### config.mk
export PLATFORM = sky130hd
export DESIGN_NAME = mixer_ctrl
export DESIGN_NICKNAME = d
export VERILOG_FILES = /design/src/rtl/mixer_pkg.sv /design/src/rtl/mixer_master.sv /design/src/rtl/mixer_tank_fsm.sv /design/src/rtl/mixer_trolley_fsm.sv /design/src/rtl/mixer_cont_fsm.sv /design/src/rtl/mixer_ctrl.sv
export SDC_FILE = /design/constraint.sdc
export NUM_CORES = 1
export LEC_CHECK = 0
export CORE_MARGIN = 2
export CORE_UTILIZATION = 52
export DETAILED_ROUTE_END_ITERATION = 12
export PLACE_DENSITY = 0.79
export REMOVE_ABC_BUFFERS = 1
export SETUP_SLACK_MARGIN = 0.4
export SLEW_MARGIN = 20
export SYNTH_ARGS = -nofsm -noshare
export SYNTH_HDL_FRONTEND = slang
export SYNTH_SLANG_ARGS = --single-unit
export TNS_END_PERCENT = 10
### constraint.sdc
create_clock -name clk_i -period 1.8 [get_ports clk_i]
set_input_delay 0.27 -clock clk_i [delete_from_list [all_inputs] [get_ports clk_i]]
set_output_delay 0.27 -clock clk_i [all_outputs]
set_load 0.05 [all_outputs]
### src/rtl/mixer_pkg.sv
package mixer_pkg;
  localparam int SENS_W = 13;
  localparam int ACT_W  = 12;
  localparam int CONT_N = 2;

  // sensor bit positions (xk on bit k-1)
  localparam int S_START  = 0;
  localparam int S_RDY1   = 1;
  localparam int S_RDY2   = 2;
  localparam int S_SEATED = 3;
  localparam int S_FULL1  = 4;
  localparam int S_EMPTY1 = 5;
  localparam int S_FULL2  = 6;
  localparam int S_EMPTY2 = 7;
  localparam int S_MIXED  = 8;
  localparam int S_CDONE0 = 9;
  localparam int S_HOME   = 11;
  localparam int S_END    = 12;

  // actuator bit positions (yk on bit k-1)
  localparam int A_PREP1  = 0;
  localparam int A_PREP2  = 1;
  localparam int A_DELIV  = 2;
  localparam int A_MIX    = 3;
  localparam int A_POUR1  = 4;
  localparam int A_POUR2  = 5;
  localparam int A_CFILL0 = 6;
  localparam int A_RET    = 8;
  localparam int A_INLET1 = 9;
  localparam int A_INLET2 = 10;
  localparam int A_TROL   = 11;

  typedef enum logic [1:0] {M_READY, M_BRANCH, M_CONT, M_RETURN} master_st_e;
  typedef enum logic [2:0] {TK_IDLE, TK_FILL, TK_PREP, TK_POUR, TK_DONE, TK_PARK} tank_st_e;
  typedef enum logic [2:0] {TR_IDLE, TR_LOAD, TR_MOVE, TR_DONE, TR_PARK} trol_st_e;
  typedef enum logic [1:0] {CT_IDLE, CT_WORK, CT_DONE, CT_PARK} cont_st_e;
endpackage

### src/rtl/mixer_master.sv
module mixer_master
  import mixer_pkg::*;
(
  input  logic              clk_i,
  input  logic              rst_ni,
  input  logic              start_i,
  input  logic              home_i,
  input  logic              tank_done_i,
  input  logic              trol_done_i,
  input  logic [CONT_N-1:0] cont_done_i,
  output logic              branch_en_o,
  output logic              cont_en_o,
  output logic              ret_o
);
  master_st_e        state_q, state_d;
  logic [1:0]        br_seen_q, br_seen_d, br_now;
  logic [CONT_N-1:0] ct_seen_q, ct_seen_d, ct_now;

  always_comb begin
    state_d   = state_q;
    br_seen_d = br_seen_q;
    ct_seen_d = ct_seen_q;
    br_now    = br_seen_q | {trol_done_i, tank_done_i};
    ct_now    = ct_seen_q | cont_done_i;
    unique case (state_q)
      M_READY: begin
        br_seen_d = '0;
        ct_seen_d = '0;
        if (start_i) state_d = M_BRANCH;
      end
      M_BRANCH: begin
        br_seen_d = br_now;
        if (&br_now) begin
          state_d   = M_CONT;
          br_seen_d = '0;
        end
      end
      M_CONT: begin
        ct_seen_d = ct_now;
        if (&ct_now) begin
          state_d   = M_RETURN;
          ct_seen_d = '0;
        end
      end
      M_RETURN: if (home_i) state_d = M_READY;
      default:  state_d = M_READY;
    endcase
  end

  always_ff @(posedge clk_i or negedge rst_ni) begin
    if (!rst_ni) begin
      state_q   <= M_READY;
      br_seen_q <= '0;
      ct_seen_q <= '0;
      ret_o     <= 1'b0;
    end else begin
      state_q   <= state_d;
      br_seen_q <= br_seen_d;
      ct_seen_q <= ct_seen_d;
      ret_o     <= (state_d == M_RETURN);
    end
  end

  assign branch_en_o = (state_q == M_BRANCH);
  assign cont_en_o   = (state_q == M_CONT);

  AST_START_ONLY_READY: assert property (@(posedge clk_i) disable iff (!rst_ni)
    (state_q != M_READY && state_q != M_BRANCH) |=> (state_q != M_BRANCH));
  AST_RETURN_HOLD: assert property (@(posedge clk_i) disable iff (!rst_ni)
    (state_q == M_RETURN && !home_i) |=> ret_o);
  AST_PHASE_EXCL: assert property (@(posedge clk_i) disable iff (!rst_ni)
    !(branch_en_o && cont_en_o));
endmodule

### src/rtl/mixer_tank_fsm.sv
module mixer_tank_fsm
  import mixer_pkg::*;
(
  input  logic       clk_i,
  input  logic       rst_ni,
  input  logic       en_i,
  input  logic [1:0] full_i,
  input  logic [1:0] ready_i,
  input  logic [1:0] empty_i,
  input  logic       mixed_i,
  output logic [1:0] inlet_o,
  output logic [1:0] prep_o,
  output logic [1:0] pour_o,
  output logic       mix_o,
  output logic       done_o
);
  tank_st_e   state_q, state_d;
  logic [2:0] seen_q, seen_d, seen_now;
  logic [1:0] inlet_d, prep_d, pour_d;
  logic       mix_d;

  always_comb begin
    state_d  = state_q;
    seen_d   = seen_q;
    seen_now = seen_q;
    if (!en_i) begin
      state_d = TK_IDLE;
      seen_d  = '0;
    end else begin
      unique case (state_q)
        TK_IDLE: begin
          state_d = TK_FILL;
          seen_d  = '0;
        end
        TK_FILL: begin
          seen_now = seen_q | {1'b0, full_i};
          seen_d   = seen_now;
          if (&seen_now[1:0]) begin
            state_d = TK_PREP;
            seen_d  = '0;
          end
        end
        TK_PREP: begin
          seen_now = seen_q | {1'b0, ready_i};
          seen_d   = seen_now;
          if (&seen_now[1:0]) begin
            state_d = TK_POUR;
            seen_d  = '0;
          end
        end
        TK_POUR: begin
          seen_now = seen_q | {mixed_i, empty_i};
          seen_d   = seen_now;
          if (&seen_now) begin
            state_d = TK_DONE;
            seen_d  = '0;
          end
        end
        TK_DONE: state_d = TK_PARK;
        TK_PARK: state_d = TK_PARK;
        default: state_d = TK_IDLE;
      endcase
    end
  end

  // outputs follow the next state so they leave flops with no extra cycle
  always_comb begin
    inlet_d = '0;
    prep_d  = '0;
    pour_d  = '0;
    mix_d   = 1'b0;
    unique case (state_d)
      TK_FILL: inlet_d = ~seen_d[1:0];
      TK_PREP: prep_d  = ~seen_d[1:0];
      TK_POUR: begin
        pour_d = ~seen_d[1:0];
        mix_d  = ~seen_d[2];
      end
      default: ;
    endcase
  end

  always_ff @(posedge clk_i or negedge rst_ni) begin
    if (!rst_ni) begin
      state_q <= TK_IDLE;
      seen_q  <= '0;
      inlet_o <= '0;
      prep_o  <= '0;
      pour_o  <= '0;
      mix_o   <= 1'b0;
    end else begin
      state_q <= state_d;
      seen_q  <= seen_d;
      inlet_o <= inlet_d;
      prep_o  <= prep_d;
      pour_o  <= pour_d;
      mix_o   <= mix_d;
    end
  end

  assign done_o = (state_q == TK_DONE);

  AST_INLET1_CLOSES: assert property (@(posedge clk_i) disable iff (!rst_ni)
    (state_q == TK_FILL && full_i[0]) |=> !inlet_o[0]);
  AST_INLET2_CLOSES: assert property (@(posedge clk_i) disable iff (!rst_ni)
    (state_q == TK_FILL && full_i[1]) |=> !inlet_o[1]);
  AST_MIX_STOPS: assert property (@(posedge clk_i) disable iff (!rst_ni)
    (mix_o && mixed_i) |=> !mix_o);
  AST_TANK_DONE_PULSE: assert property (@(posedge clk_i) disable iff (!rst_ni)
    done_o |=> !done_o);
  AST_TANK_IDLE_OFF: assert property (@(posedge clk_i) disable iff (!rst_ni)
    !en_i |=> (inlet_o == '0 && prep_o == '0 && pour_o == '0 && !mix_o && !done_o));
endmodule

### src/rtl/mixer_trolley_fsm.sv
module mixer_trolley_fsm
  import mixer_pkg::*;
(
  input  logic clk_i,
  input  logic rst_ni,
  input  logic en_i,
  input  logic seated_i,
  input  logic end_i,
  output logic deliv_o,
  output logic move_o,
  output logic done_o
);
  trol_st_e state_q, state_d;

  always_comb begin
    state_d = state_q;
    if (!en_i) state_d = TR_IDLE;
    else begin
      unique case (state_q)
        TR_IDLE: state_d = TR_LOAD;
        TR_LOAD: if (seated_i) state_d = TR_MOVE;
        TR_MOVE: if (end_i) state_d = TR_DONE;
        TR_DONE: state_d = TR_PARK;
        TR_PARK: state_d = TR_PARK;
        default: state_d = TR_IDLE;
      endcase
    end
  end

  always_ff @(posedge clk_i or negedge rst_ni) begin
    if (!rst_ni) begin
      state_q <= TR_IDLE;
      deliv_o <= 1'b0;
      move_o  <= 1'b0;
    end else begin
      state_q <= state_d;
      deliv_o <= (state_d == TR_LOAD);
      move_o  <= (state_d == TR_MOVE);
    end
  end

  assign done_o = (state_q == TR_DONE);

  AST_DELIV_MOVE_EXCL: assert property (@(posedge clk_i) disable iff (!rst_ni)
    !(deliv_o && move_o));
  AST_LOAD_HOLD: assert property (@(posedge clk_i) disable iff (!rst_ni)
    (deliv_o && en_i && !seated_i) |=> deliv_o);
  AST_TROL_DONE_PULSE: assert property (@(posedge clk_i) disable iff (!rst_ni)
    done_o |=> !done_o);
endmodule

### src/rtl/mixer_cont_fsm.sv
module mixer_cont_fsm
  import mixer_pkg::*;
(
  input  logic clk_i,
  input  logic rst_ni,
  input  logic en_i,
  input  logic finished_i,
  output logic fill_o,
  output logic done_o
);
  cont_st_e state_q, state_d;

  always_comb begin
    state_d = state_q;
    if (!en_i) state_d = CT_IDLE;
    else begin
      unique case (state_q)
        CT_IDLE: state_d = CT_WORK;
        CT_WORK: if (finished_i) state_d = CT_DONE;
        CT_DONE: state_d = CT_PARK;
        CT_PARK: state_d = CT_PARK;
        default: state_d = CT_IDLE;
      endcase
    end
  end

  always_ff @(posedge clk_i or negedge rst_ni) begin
    if (!rst_ni) begin
      state_q <= CT_IDLE;
      fill_o  <= 1'b0;
    end else begin
      state_q <= state_d;
      fill_o  <= (state_d == CT_WORK);
    end
  end

  assign done_o = (state_q == CT_DONE);

  AST_FILL_STOPS: assert property (@(posedge clk_i) disable iff (!rst_ni)
    (fill_o && finished_i) |=> !fill_o);
  AST_CONT_IDLE_OFF: assert property (@(posedge clk_i) disable iff (!rst_ni)
    !en_i |=> (!fill_o && !done_o));
endmodule

### src/rtl/mixer_ctrl.sv
module mixer_ctrl
  import mixer_pkg::*;
(
  input  logic              clk_i,
  input  logic              rst_ni,
  input  logic [SENS_W-1:0] sens_i,
  output logic [ACT_W-1:0]  act_o
);
  logic              branch_en, cont_en, ret;
  logic              tank_done, trol_done;
  logic [CONT_N-1:0] cont_done, cont_fill;
  logic [1:0]        inlet, prep, pour;
  logic              mix, deliv, move;

  mixer_master u_master (
    .clk_i       (clk_i),
    .rst_ni      (rst_ni),
    .start_i     (sens_i[S_START]),
    .home_i      (sens_i[S_HOME]),
    .tank_done_i (tank_done),
    .trol_done_i (trol_done),
    .cont_done_i (cont_done),
    .branch_en_o (branch_en),
    .cont_en_o   (cont_en),
    .ret_o       (ret)
  );

  mixer_tank_fsm u_tank (
    .clk_i   (clk_i),
    .rst_ni  (rst_ni),
    .en_i    (branch_en),
    .full_i  ({sens_i[S_FULL2], sens_i[S_FULL1]}),
    .ready_i ({sens_i[S_RDY2], sens_i[S_RDY1]}),
    .empty_i ({sens_i[S_EMPTY2], sens_i[S_EMPTY1]}),
    .mixed_i (sens_i[S_MIXED]),
    .inlet_o (inlet),
    .prep_o  (prep),
    .pour_o  (pour),
    .mix_o   (mix),
    .done_o  (tank_done)
  );

  mixer_trolley_fsm u_trolley (
    .clk_i    (clk_i),
    .rst_ni   (rst_ni),
    .en_i     (branch_en),
    .seated_i (sens_i[S_SEATED]),
    .end_i    (sens_i[S_END]),
    .deliv_o  (deliv),
    .move_o   (move),
    .done_o   (trol_done)
  );

  for (genvar gi = 0; gi < CONT_N; gi++) begin : g_cont
    mixer_cont_fsm u_cont (
      .clk_i      (clk_i),
      .rst_ni     (rst_ni),
      .en_i       (cont_en),
      .finished_i (sens_i[S_CDONE0+gi]),
      .fill_o     (cont_fill[gi]),
      .done_o     (cont_done[gi])
    );
  end

  always_comb begin
    act_o                            = '0;
    act_o[A_PREP1]                   = prep[0];
    act_o[A_PREP2]                   = prep[1];
    act_o[A_DELIV]                   = deliv;
    act_o[A_MIX]                     = mix;
    act_o[A_POUR1]                   = pour[0];
    act_o[A_POUR2]                   = pour[1];
    act_o[A_CFILL0 +: CONT_N]        = cont_fill;
    act_o[A_RET]                     = ret;
    act_o[A_INLET1]                  = inlet[0];
    act_o[A_INLET2]                  = inlet[1];
    act_o[A_TROL]                    = move;
  end
endmodule

Word level (Yosys, flattened, before mapping)
Cells that the tools add are included.

Register bits: 31. Input port bits: 15.

Equality and inequality tests: 26. Mux-type cells: 33. Bitwise gates (word level): 7. Reductions and logical operators: 16.

Operators by type and width (count): two-way mux 3 bit (11); two-way mux 2 bit (13); case mux 3 bit (4 select lines) (2); equality test 3 x 2 -> 1 bit (second input constant) (7); case mux 3 bit (5 select lines) (1); equality test 2 bit (second input constant) (7); equality test 3 x 1 -> 1 bit (second input constant) (4); case mux 2 bit (3 select lines) (2); equality test 2 x 1 -> 1 bit (second input constant) (5); equality test 3 bit (second input constant) (3); case mux 2 bit (2 select lines) (2); case mux 2 bit (4 select lines) (1); AND reduction 2 bit (4); OR reduction 2 bit (4); logical NOT 2 bit (3); logical NOT 3 bit (2); bitwise OR 3 x 2 -> 3 bit (2); bitwise OR 2 bit (2); nonzero test 2 bit (2); bitwise OR 3 bit (1); AND reduction 3 bit (1); NOT 2 bit (1); two-way mux 1 bit (1); NOT 1 bit (1).

Longest topological paths before layout
Word-level depth: 7. Depth in mapped cells: 5. Depth with buffers taken out: 4.

Cells and area by module
Synthesis repeated with hierarchy kept, for this count alone.

Cell total of the unflattened synthesis: 143. Area total of the unflattened synthesis: 1556.5 µm².

By module, submodules not included: mixer_tank_fsm (instances 1, cells an instance 71, area each 723.2 µm², sequential area each 325.3 µm²); mixer_master (instances 1, cells an instance 32, area each 357.8 µm², sequential area each 175.2 µm²); mixer_trolley_fsm (instances 1, cells an instance 18, area each 214.0 µm², sequential area each 125.1 µm²); mixer_cont_fsm at g_cont[0].u_cont (instances 1, cells an instance 9, area each 116.4 µm², sequential area each 75.1 µm²); mixer_cont_fsm at g_cont[1].u_cont (instances 1, cells an instance 9, area each 115.1 µm², sequential area each 75.1 µm²); mixer_ctrl (instances 1, cells an instance 4, area each 30.0 µm², sequential area each 0.0 µm²).

Worst setup path before layout
OpenSTA, ideal clock, no wires.

Path kind: flip-flop to flip-flop. From: reg u_tank.seen_q[0]. To: reg u_tank.pour_o[1]. Arrival: 1.290 ns. Data required time: 1.665 ns. Path slack: 0.375 ns. Stages on the path, launching flop included: 6. Path through: dfrtp_1 buf_6 or2_4 o31a_1 o221ai_2 a211oi_1.

Longest elaborated chain between the ends: 7.

Ends and longest elaborated chain: start: declaration (RTL line mixer_tank_fsm.sv:18) `logic [2:0] seen_q, seen_d, seen_now;`; start signal: assignment (RTL line mixer_tank_fsm.sv:93) `seen_q <= seen_d;`; bitwise OR 3 bit (tied with other cells) (RTL line mixer_tank_fsm.sv:52) `seen_now = seen_q | {mixed_i, empty_i};`; AND reduction 3 bit (tied with other cells) (RTL line mixer_tank_fsm.sv:54) `if (&seen_now) begin`; two-way mux 3 bit (on tied branches) (RTL line mixer_tank_fsm.sv:54, mixer_tank_fsm.sv:38, mixer_tank_fsm.sv:46); case mux 3 bit (5 select lines) or case mux 3 bit (4 select lines) (tied branches) (RTL line mixer_tank_fsm.sv:30) `unique case (state_q)`; two-way mux 3 bit (RTL line mixer_tank_fsm.sv:26) `if (!en_i) begin`; equality test 3 x 2 -> 1 bit or NOT 2 bit (tied branches) (RTL line mixer_tank_fsm.sv:72, mixer_tank_fsm.sv:76); two-way mux 2 bit (*) (RTL line mixer_tank_fsm.sv:72) `unique case (state_d)`; via u_tank.pour_d[1] (RTL line mixer_tank_fsm.sv:19) `logic [1:0] inlet_d, prep_d, pour_d;`; end signal: assignment (RTL line mixer_tank_fsm.sv:96) `pour_o <= pour_d;`; end: declaration (RTL line mixer_tank_fsm.sv:13) `output logic [1:0] pour_o,`.

The timed path passes the listed nets; every way through them passes the cells marked *. A chain may end at the register's enable or synchronous reset.

Worst setup path after layout
From: reg u_tank.seen_q[0]. To: reg u_tank.pour_o[0].

The elaborated chain is that of the path after synthesis.

==> impl_metrics.tcl <==
set metrics [dict create \
    die_x_um 58.82 \
    final-hold-violation-count 0 \
    synth-compound-area-share_pct 22.18 \
    synth.most_common_cell "dfrtp_1" \
    clockBufferDepth 2 \
    overflow 0 \
    grt_pass1_wl_um 5996 \
    rrSetupSlack_ns 0.29 \
    synthSimpleGateAreaFrac_pct 20.10 \
    fin_nets 202 \
    combPwrFrac_pct 56.2 \
    ant_nets 0 \
    root_buffer "clkbuf_4" \
    rsz0062_at_grt "yes" \
    totalWireLength_um 3570 \
    dieArea_um2 3460 \
    syn_avg_cell_area_um2 9.767 \
    routed_via_density 6.183 \
    violations "design-rule violations" \
    maxCapViolCount 0 \
    cts-buffers-inserted 5 \
    p_sw_share_pct 46.24 \
    worstSkewPairLatency_ns 0.33 \
    dpl.hpwl_um 2429 \
    yosysTopAreaCell "dfrtp_1" \
    insertedDiodeCount 0 \
    synth_area_leaders "dfrtp_1, buf_4, a21oi_1" \
    fin_crit_sh_pct 83.82 \
    path_max_fanout 7 \
    synth-xor-area-share_pct 0 \
    final_core_util_pct 71.10 \
    h-tree-depth 2 \
    pre_cts_ws_ns -0.02307 \
    hold_path.class "primary input to asynchronous set/reset pin" \
    min_period_ns 1.509 \
    synthToLayoutAreaGrowth_pct 27.62 \
    fin_skew_ns 0.007583 \
    num_io_pins 27 \
    end_kind "flop" \
    grt_use_total_pct 23.75 \
    max_freq_ghz 0.6628 \
    synth_mux_area_share_pct 0 \
    drc 4 \
    dr.pass1.iters 8 \
    cp.arrival_ns 1.75 \
    syn_area_um2 1563 \
    synthesis.instances 160 \
    crit_end "u_tank.pour_o[0]" \
    io_buffers 26 \
    irDropWorstVdd_mv 1.120 \
    r2r_cells 4 \
    critPathRequiredTime_ns 2.04 \
    grt_pass1_vias 1354 \
    grt_max_degree 32 \
    critPathLaunchType "flop" \
    antenna_found_initial 0 \
    outcome "finished, violations left" \
    rr_startpoint "u_tank.seen_q[0]" \
    finalSetupTns_ns 0 \
    async_flop_share_pct 100.0 \
    drive_above_1_share_pct 21.93 \
    power_frac_seq_pct 32.8 \
    setup_ws_ns 0.2913 \
    yosys.cell_types.count 39 \
    initial_core_util_pct 55.71 \
    cts_sinks 31 \
    yosysTopAreaCellShare_pct 49.64 \
    r2r-end "u_tank.pour_o[0]" \
    p_sw_mw 1.702 \
    drtIter0Drc 60 \
    num_rows 19 \
    synth_adder_area_share_pct 0 \
    path_class "flop to flop" \
    die_y_um 58.82 \
    yosysWarnings 0 \
    synth_top_family_by_area "compound AO/OA/AOI/OAI gates" \
    max_slew.worst_pin.slew_ns 0.5047 \
    cts_tree "done" \
    yosys-top-cells-count "dfrtp_1, a21oi_1, nor2_1" \
    wire_per_inst_um 16.38 \
    synth-seq-area-share_pct 49.64 \
    p_per_area_nw_per_um2 1846 \
    p_leak_nw 0.8628 \
    slew_headroom_pct 66.48 \
    core_um2 2805 \
    ys.flop_type "dfrtp_1" \
    clockPowerShare_pct 10.9 \
    gp_congestion 0.8743 \
    synth-seq-cells 31 \
    setup_violations 0 \
    power.internal_mw 1.979 \
    cp-startpoint "u_tank.seen_q[0]" \
    vias 1348 \
    synth_edf_count 0 \
    clk_pin_slew_ns 0.09 \
    slew_violations 0 \
]
==> through the flow <==
stage	area, um2	power, mW	hold WS [ns]	instances
global route	1994	3.934	0.3218	218
floorplan	1470	2.351	-0.02559	147
global placement	1792	2.820	0.4677	207
detailed placement	1792	2.892	0.4784	207
finish	1994	3.681	0.3104	218
CTS	1983	3.607	0.3179	218
==> what timing repair did <==
| action | in CTS | in global routing |
|---|---|---|
| endpoints found under the setup margin | 24 | 24 |
| buffers inserted | 4 | 0 |
| hold buffers | 0 | 0 |
| gates resized for setup | 46 | 3 |
| pin swaps | 6 | 1 |
==> layout by cell type, fill, tap and decap left out, types with 3 or more instances in the layout <==
cell / count
nand2_1: 10
a21oi_1: 11
clkdlybuf4s50_1: 14
buf_4: 7
nor2b_1: 5
nor2_1: 11
and2_1: 5
o21ai_0: 10
dfrtp_2: 5
nor3_1: 5
dfrtp_1: 26
clkbuf_4: 5
nand2b_1: 3
clkdlybuf4s15_1: 10
nand3b_1: 5
inv_1: 9
==> cells by family (layout without fill, tap and decap cells) <==
logic type	after synthesis	in the layout
AO/OA/AOI/OAI	51	51
buffers and inverters	22	49
flip-flops	31	31
AND/OR/NAND/NOR	56	56
==> metal layers <==
metal | routed length [um] | track usage, %
met4 | 125 | 11.36
met2 | 1749 | 37.46
met5 | 0 | 0
met3 | 215 | 10.11
met1 | 1480 | 27.86
==> how the worst min path moves through the flow <==
stage / start / to / depth (start not counted)
after floorplan: rst_ni / g_cont[0].u_cont.fill_o / 0
after global placement: u_master.ct_seen_q[1] / u_master.ct_seen_q[1] / 2
after detailed placement: u_master.ct_seen_q[1] / u_master.ct_seen_q[1] / 2
after CTS: rst_ni / u_tank.prep_o[0] / 2
after global routing: rst_ni / u_tank.prep_o[1] / 2
final: rst_ni / u_tank.prep_o[1] / 2
==> state kept, by name, summed over array words and instances, names as in the netlist <==
signal / count
g_cont.u_cont.state_q: 4
u_tank.seen_q: 3
u_tank.state_q: 3
u_trolley.state_q: 3
g_cont.u_cont.fill_o: 2
u_master.br_seen_q: 2
u_master.ct_seen_q: 2
u_master.state_q: 2
u_tank.inlet_o: 2
u_tank.pour_o: 2
u_tank.prep_o: 2
u_master.ret_o: 1
u_tank.mix_o: 1
u_trolley.deliv_o: 1
u_trolley.move_o: 1
==> power by group through the flow <==
stage                     sequential [mW]  combinational (mW)  clock, mW
after floorplan                      1.43               0.918          0
after global placement               1.14                1.68          0
after detailed placement             1.16                1.73          0
after CTS                            1.19                2.00      0.423
after global routing                 1.24                2.24      0.455
final                                1.21                2.07      0.402
==> critical path: stages, from the launching register on <==
cell and delay (ns):
dfrtp_2 0.49, o22ai_2 0.27, nor3_1 0.08, a211o_1 0.36, a211oi_1 0.21
==> cell type report <==
cell class	count	area (um2)
clock buffer	6	51.30
fill	214	810.8
sequential	31	782.0
multi-input combinational	107	770.7
timing repair buffer	33	312.8
inverter	9	33.78
tap	31	38.79
clock inverter	1	5.005
(Power assumes the default switching activity.)
